--- src/rtl/ptm_pkg.sv ---
package ptm_pkg;

    localparam int WORD_W = 8;
    localparam int TAG_W  = 2;

    typedef enum logic [TAG_W-1:0] {
        W_KEEP8 = 2'b00,
        W_KEEP6 = 2'b01,
        W_KEEP4 = 2'b10,
        W_RSVD  = 2'b11
    } width_e;

    // reserved code folds onto full width
    function automatic width_e norm_width(input logic [TAG_W-1:0] code);
        width_e w;
        w = width_e'(code);
        if (w == W_RSVD) w = W_KEEP8;
        return w;
    endfunction

    function automatic int kept_bits(input width_e w);
        case (w)
            W_KEEP6: return 6;
            W_KEEP4: return 4;
            default: return WORD_W;
        endcase
    endfunction

endpackage

--- src/rtl/ptm_write_mask.sv ---
module ptm_write_mask
    import ptm_pkg::*;
(
    input  logic [TAG_W-1:0]  width_code,
    input  logic [WORD_W-1:0] din,
    output logic [WORD_W-1:0] dout,
    output width_e            tag
);

    int drop;

    always_comb begin
        tag  = norm_width(width_code);
        drop = WORD_W - kept_bits(tag);
        for (int b = 0; b < WORD_W; b++) begin
            dout[b] = (b >= drop) ? din[b] : 1'b0;
        end
    end

endmodule

--- src/rtl/ptm_word_store.sv ---
module ptm_word_store
    import ptm_pkg::*;
#(
    parameter int DEPTH = 16,
    localparam int AW   = $clog2(DEPTH)
) (
    input  logic              clk,
    input  logic              rst_n,
    input  logic              wr_en,
    input  logic              rd_en,
    input  logic [AW-1:0]     addr,
    input  logic [WORD_W-1:0] wr_word,
    input  width_e            wr_tag,
    output logic [WORD_W-1:0] rd_word,
    output width_e            rd_tag
);

    typedef struct packed {
        logic [WORD_W-1:0] word;
        width_e            tag;
    } rd_reg_t;

    logic [WORD_W-1:0] data_mem [DEPTH];
    width_e            tag_mem  [DEPTH];

    rd_reg_t rd_d, rd_q;

    // array: no reset, written only on request
    always_ff @(posedge clk) begin
        if (wr_en) begin
            data_mem[addr] <= wr_word;
            tag_mem[addr]  <= wr_tag;
        end
    end

    // read register samples pre-write contents
    always_comb begin
        rd_d = rd_q;
        if (rd_en) begin
            rd_d.word = data_mem[addr];
            rd_d.tag  = tag_mem[addr];
        end
    end

    always_ff @(posedge clk or negedge rst_n) begin
        if (!rst_n) rd_q <= '{word: '0, tag: W_KEEP8};
        else        rd_q <= rd_d;
    end

    assign rd_word = rd_q.word;
    assign rd_tag  = rd_q.tag;

endmodule

--- src/rtl/ptm_read_fill.sv ---
module ptm_read_fill
    import ptm_pkg::*;
(
    input  logic [WORD_W-1:0] word,
    input  width_e            tag,
    input  logic              fill_sel,
    output logic [WORD_W-1:0] dout
);

    int drop;

    always_comb begin
        drop = WORD_W - kept_bits(tag);
        for (int b = 0; b < WORD_W; b++) begin
            if (b < drop) dout[b] = fill_sel && (b == drop - 1);
            else          dout[b] = word[b];
        end
    end

endmodule

--- src/rtl/ptm_bit_counters.sv ---
module ptm_bit_counters
    import ptm_pkg::*;
#(
    parameter int CW = 16
) (
    input  logic               clk,
    input  logic               rst_n,
    input  logic               clr,
    input  logic               wr_en,
    input  width_e             tag,
    output logic [2:0][CW-1:0] cnt
);

    localparam int LEVELS = 3;

    for (genvar g = 0; g < LEVELS; g++) begin : g_lvl
        localparam width_e LVL  = (g == 0) ? W_KEEP8 : (g == 1) ? W_KEEP6 : W_KEEP4;
        localparam int     STEP = kept_bits(LVL);

        typedef struct packed {
            logic [CW-1:0] total;
        } cnt_t;

        cnt_t c_d, c_q;

        always_comb begin
            c_d = c_q;
            if (clr)                     c_d.total = '0;
            else if (wr_en && tag == LVL) c_d.total = c_q.total + CW'(STEP);
        end

        always_ff @(posedge clk or negedge rst_n) begin
            if (!rst_n) c_q <= '0;
            else        c_q <= c_d;
        end

        assign cnt[g] = c_q.total;
    end

endmodule

--- src/rtl/prec_trunc_mem.sv ---
module prec_trunc_mem
    import ptm_pkg::*;
#(
    parameter int DEPTH = 16,
    parameter int CW    = 16,
    localparam int AW   = $clog2(DEPTH)
) (
    input  logic              clk,
    input  logic              rst_n,
    input  logic              wr_en,
    input  logic              rd_en,
    input  logic [AW-1:0]     addr,
    input  logic [WORD_W-1:0] wr_data,
    input  logic [1:0]        width_code,
    input  logic              fill_sel,
    input  logic              cnt_clr,
    output logic [WORD_W-1:0] rd_data,
    output logic              rd_valid,
    output logic [CW-1:0]     bits_k8,
    output logic [CW-1:0]     bits_k6,
    output logic [CW-1:0]     bits_k4
);

    typedef struct packed {
        logic valid;
        logic fill;
    } rctl_t;

    rctl_t ctl_d, ctl_q;

    logic [WORD_W-1:0] masked_word;
    width_e            wr_tag;
    logic [WORD_W-1:0] raw_word;
    width_e            raw_tag;
    logic [2:0][CW-1:0] cnt;

    ptm_write_mask u_mask (
        .width_code (width_code),
        .din        (wr_data),
        .dout       (masked_word),
        .tag        (wr_tag)
    );

    ptm_word_store #(.DEPTH(DEPTH)) u_store (
        .clk     (clk),
        .rst_n   (rst_n),
        .wr_en   (wr_en),
        .rd_en   (rd_en),
        .addr    (addr),
        .wr_word (masked_word),
        .wr_tag  (wr_tag),
        .rd_word (raw_word),
        .rd_tag  (raw_tag)
    );

    // fill mode is captured with the request so the output holds between reads
    always_comb begin
        ctl_d       = ctl_q;
        ctl_d.valid = rd_en;
        if (rd_en) ctl_d.fill = fill_sel;
    end

    always_ff @(posedge clk or negedge rst_n) begin
        if (!rst_n) ctl_q <= '0;
        else        ctl_q <= ctl_d;
    end

    ptm_read_fill u_fill (
        .word     (raw_word),
        .tag      (raw_tag),
        .fill_sel (ctl_q.fill),
        .dout     (rd_data)
    );

    ptm_bit_counters #(.CW(CW)) u_cnt (
        .clk   (clk),
        .rst_n (rst_n),
        .clr   (cnt_clr),
        .wr_en (wr_en),
        .tag   (wr_tag),
        .cnt   (cnt)
    );

    assign rd_valid = ctl_q.valid;
    assign bits_k8  = cnt[0];
    assign bits_k6  = cnt[1];
    assign bits_k4  = cnt[2];

endmodule

--- config.mk ---
export PLATFORM = sky130hd
export DESIGN_NAME = prec_trunc_mem
export DESIGN_NICKNAME = d
export VERILOG_FILES = /design/src/rtl/ptm_pkg.sv /design/src/rtl/ptm_write_mask.sv /design/src/rtl/ptm_word_store.sv /design/src/rtl/ptm_read_fill.sv /design/src/rtl/ptm_bit_counters.sv /design/src/rtl/prec_trunc_mem.sv
export SDC_FILE = /design/constraint.sdc
export NUM_CORES = 1
export LEC_CHECK = 0
export ABC_CLOCK_PERIOD_IN_PS = 3600
export BUFFER_PORTS_ARGS = -buffer_cell sky130_fd_sc_hd__buf_2
export CAP_MARGIN = 30
export CORE_MARGIN = 2
export CORE_UTILIZATION = 40
export DETAILED_ROUTE_END_ITERATION = 10
export GPL_TIMING_DRIVEN = 0
export PLACE_DENSITY = 0.59
export SYNTH_ARGS = -nofsm -noshare
export SYNTH_HDL_FRONTEND = slang
export SYNTH_HIERARCHICAL = 1
export SYNTH_SLANG_ARGS = --single-unit
export TNS_END_PERCENT = 30
--- constraint.sdc ---
create_clock -name clk -period 3.6 [get_ports clk]
set_input_delay 0.18 -clock clk [delete_from_list [all_inputs] [get_ports clk]]
set_output_delay 0.18 -clock clk [all_outputs]
set_load 0.01 [all_outputs]
==> impl_metrics.csv <==
group,metric,value,unit
outcome,status,"complete, no violations",
min_path,holdPathStages,3,
timing,tns,0,ps
timing,fin_skew,11.8,ps
floorplan,initial_utilization,0.405,
layout,finish.utilization,0.471,
logic_synthesis,syn_avg_cell_area,14.8,um^2
grt,grt_antenna_before_repair,0,
critical_path,reg2reg_slack,1620,ps
routing,wl_met2,9440,um
grt,grt_pass1_vias,5440,
logic_synthesis,synth_top_area_frac,0.527,
timing,slew-limit-headroom,0.319,
critical_path,cp_slowest_stage_delay,740,ps
grt,grt_pass1_wl,31500,um
logic_synthesis,syn_inst,617,
grt,gr-total-overflow,0,
layout,area_growth,16.2,%
floorplan,die_area,24000,um^2
clock_network,cts_max_level,1,
routing,finalWirelength,20500,um
critical_path,critPathLaunchType,"input pin",
floorplan,rows,55,
min_path,hold_path.class,"in -> reg",
timing,fin_ws,1540,ps
timing,worst_pin_slew,1020,ps
clock_network,insertion_delay,510,ps
routing,avgRoutedWirePerCell,20.0,um
layout,fin_area,10600,um^2
logic_synthesis,synth_cell_type_count,51,
routing,ant_nets,0,
routing,top_layer,"met4",
flow_run,max_cap_viol_count,0,
logic_synthesis,synthArstFlopShare,0.252,
floorplan,die_h,155,um
floorplan,die_x,155,um
timing,min_period,2060,ps
min_path,hold_start,"cnt_clr",
clock_network,ctsLongestPathBuffers,3,
clock_network,cts.sinks,214,
critical_path,rr_endpoint,"u_cnt/g_lvl[1].c_q[15]$_DFFE_PN0P_",
pwr,p_per_area,498,nW/um^2
critical_path,r2r-start,"u_cnt/g_lvl[1].c_q[1]$_DFFE_PN0P_",
critical_path,arrival,2480,ps
logic_synthesis,ys_seq_area_frac,0.675,
critical_path,end_kind,"register",
routing,viasPerCell,5.39,
critical_path,crit_buf_inv,2,
critical_path,worstPathRequired,4020,ps
placement,port_buffers,62,
placement,gp_congestion,0.812,
logic_synthesis,synth-seq-cells,214,
logic_synthesis,syn-cell-area,9120,um^2
pwr,finalPower,5.27,mW
routing,wl_met1,9090,um
placement,pre_cts_ws,1040,ps
clock_network,cts_buffers,23,
floorplan,ioPinCount,77,
critical_path,cpMaxStageDelayCell,"ha_1",
logic_synthesis,ys_warn_count,6,
layout,final_cells,1021,
timing,grt_setup_unrepaired,"no",
logic_synthesis,synth_ff_type,"edfxtp_1",
timing,max_freq,0.486,GHz
critical_path,worstRegToRegCells,6,
pwr,cellLeakagePower,4.00,nW
routing,wl_met3,1210,um
min_path,hold_path_end,"u_cnt/g_lvl[2].c_q[15]$_DFFE_PN0P_",
layout,fin_nets,748,
timing,report.final.slew_viol_count,0,
clock_network,postCtsResizedCells,0,
pwr,ir_worst_vdd,0.291,mV
placement,placed_cell_area,9860,um^2
routing,vias,5500,
floorplan,core-area,22500,um^2
clock_network,cts-root-buf,"clkbuf_16",
placement,dp.cells,974,
grt,grt_usage,0.171,
timing,finalHoldViolations,0,
routing,drc_errors,0,
timing,period_share,0.571,
layout,diodes,0,
logic_synthesis,synth.area.top_cells,"edfxtp_1, dfrtp_1, mux2i_1",
logic_synthesis,synth_top_area_cell,"edfxtp_1",
routing,drt_first_pass_iters,5,
critical_path,crit_family,"simple AND/OR/NAND/NOR gates",
critical_path,critPathKind,"in -> reg",
timing,setup_viol,0,
layout,final_cell_mix,"edfxtp_1, nor2_1, buf_2",
clock_network,cts.clk_slew.worst_paths,60,ps
layout,mostFrequentLayoutCell,"edfxtp_1",
critical_path,worstPathCellList,"buf_2 > inv_1 > ha_1 > nand3b_4 > or3_4 > or4_1 > a21oi_1",
critical_path,path_max_fanout,22,
grt,grt_max_degree,29,
routing,drt_iter0_markers,420,
placement,dpl.hpwl,13800,um
timing,whs,160,ps
clock_network,cts_tree,"built",
layout,fill_cells,1938,
logic_synthesis,synth-edff-count,160,
layout,drive_above_1_share,0.189,
## timing repair
item                                   CTS  global route
endpoints found under the hold margin   29             0
setup endpoints to repair                0             0
buffers inserted                         0             0
hold buffers                             3             0
## cell usage after synthesis (10+ instances only)
library cell / n
xor2_1: 18
edfxtp_1: 160
nand4_1: 14
a31oi_1: 10
nand3_1: 18
nor2_1: 76
xnor2_1: 15
o22ai_1: 14
mux2i_1: 62
nand2_1: 12
buf_4: 11
dfrtp_1: 54
clkbuf_1: 20
## logic make-up after synthesis
kind of cell,Yosys count,share of synthesized area
xor+xnor,33,0.0317
fa+ha+maj,9,0.0124
flops,214,0.675
simple gates,173,0.0995
buf+inv,50,0.0298
compound gates,61,0.0495
mux,76,0.101
other cells,1,0.000411
## where the power goes
part / internal (mW) / leakage [nW] / switching, mW / total (mW)
registers: 2.72 / 2.08 / 0.0258 / 2.75
clock network: 1.25 / 0.333 / 0.907 / 2.16
logic: 0.136 / 1.59 / 0.231 / 0.367
total: 4.11 / 4.00 / 1.16 / 5.27
## sequential cells by signal (all words and copies together), names as in the netlist
register          cells
u_store/tag_mem      32
u_store/rd_tag        2
u_store/data_mem    128
u_store/rd_word       8
ctl_q                 1
rd_valid              1
u_cnt/g_lvl.c_q      42
## worst reg2reg max path, cell delays in order, from the launching register on
cell and delay [ps]:
dfrtp_1 390, inv_1 90, ha_1 220, and4bb_2 410, nand3_1 120, or4_1 460
a21oi_1 210
## layer usage
layer / vias to the layer above / GRT usage
met2: 184 / 0.267
met4: 0 / 0.0675
met5: - / 0
li1: 2521 / -
met3: 40 / 0.0315
met1: 2755 / 0.239
## how the worst max path moves through the flow
stage,from,end,slack [ps],depth (start not counted)
after detailed placement,width_code[1],u_cnt/g_lvl[1].c_q[14]$_DFFE_PN0P_,1040,7
after global placement,width_code[1],u_cnt/g_lvl[1].c_q[14]$_DFFE_PN0P_,1120,7
after CTS,width_code[1],u_cnt/g_lvl[1].c_q[14]$_DFFE_PN0P_,1570,7
after floorplan,width_code[1],u_cnt/g_lvl[1].c_q[12]$_DFFE_PN0P_,1650,6
after global routing,width_code[1],u_cnt/g_lvl[1].c_q[12]$_DFFE_PN0P_,1410,7
final,width_code[1],u_cnt/g_lvl[1].c_q[12]$_DFFE_PN0P_,1540,7
## area by class of cell
type                            instances  area [um^2]  share of cell area
Tap cell                              285          357              0.0337
Timing Repair Buffer                   72          413              0.0390
Buffer                                 42          241              0.0228
Inverter                                8         30.0             0.00284
Multi-Input combinational cell        358         2710               0.256
Clock buffer                           31          606              0.0572
Sequential cell                       214         6160               0.581
Clock inverter                         11         80.1             0.00756
(Power assumes the default switching activity.)
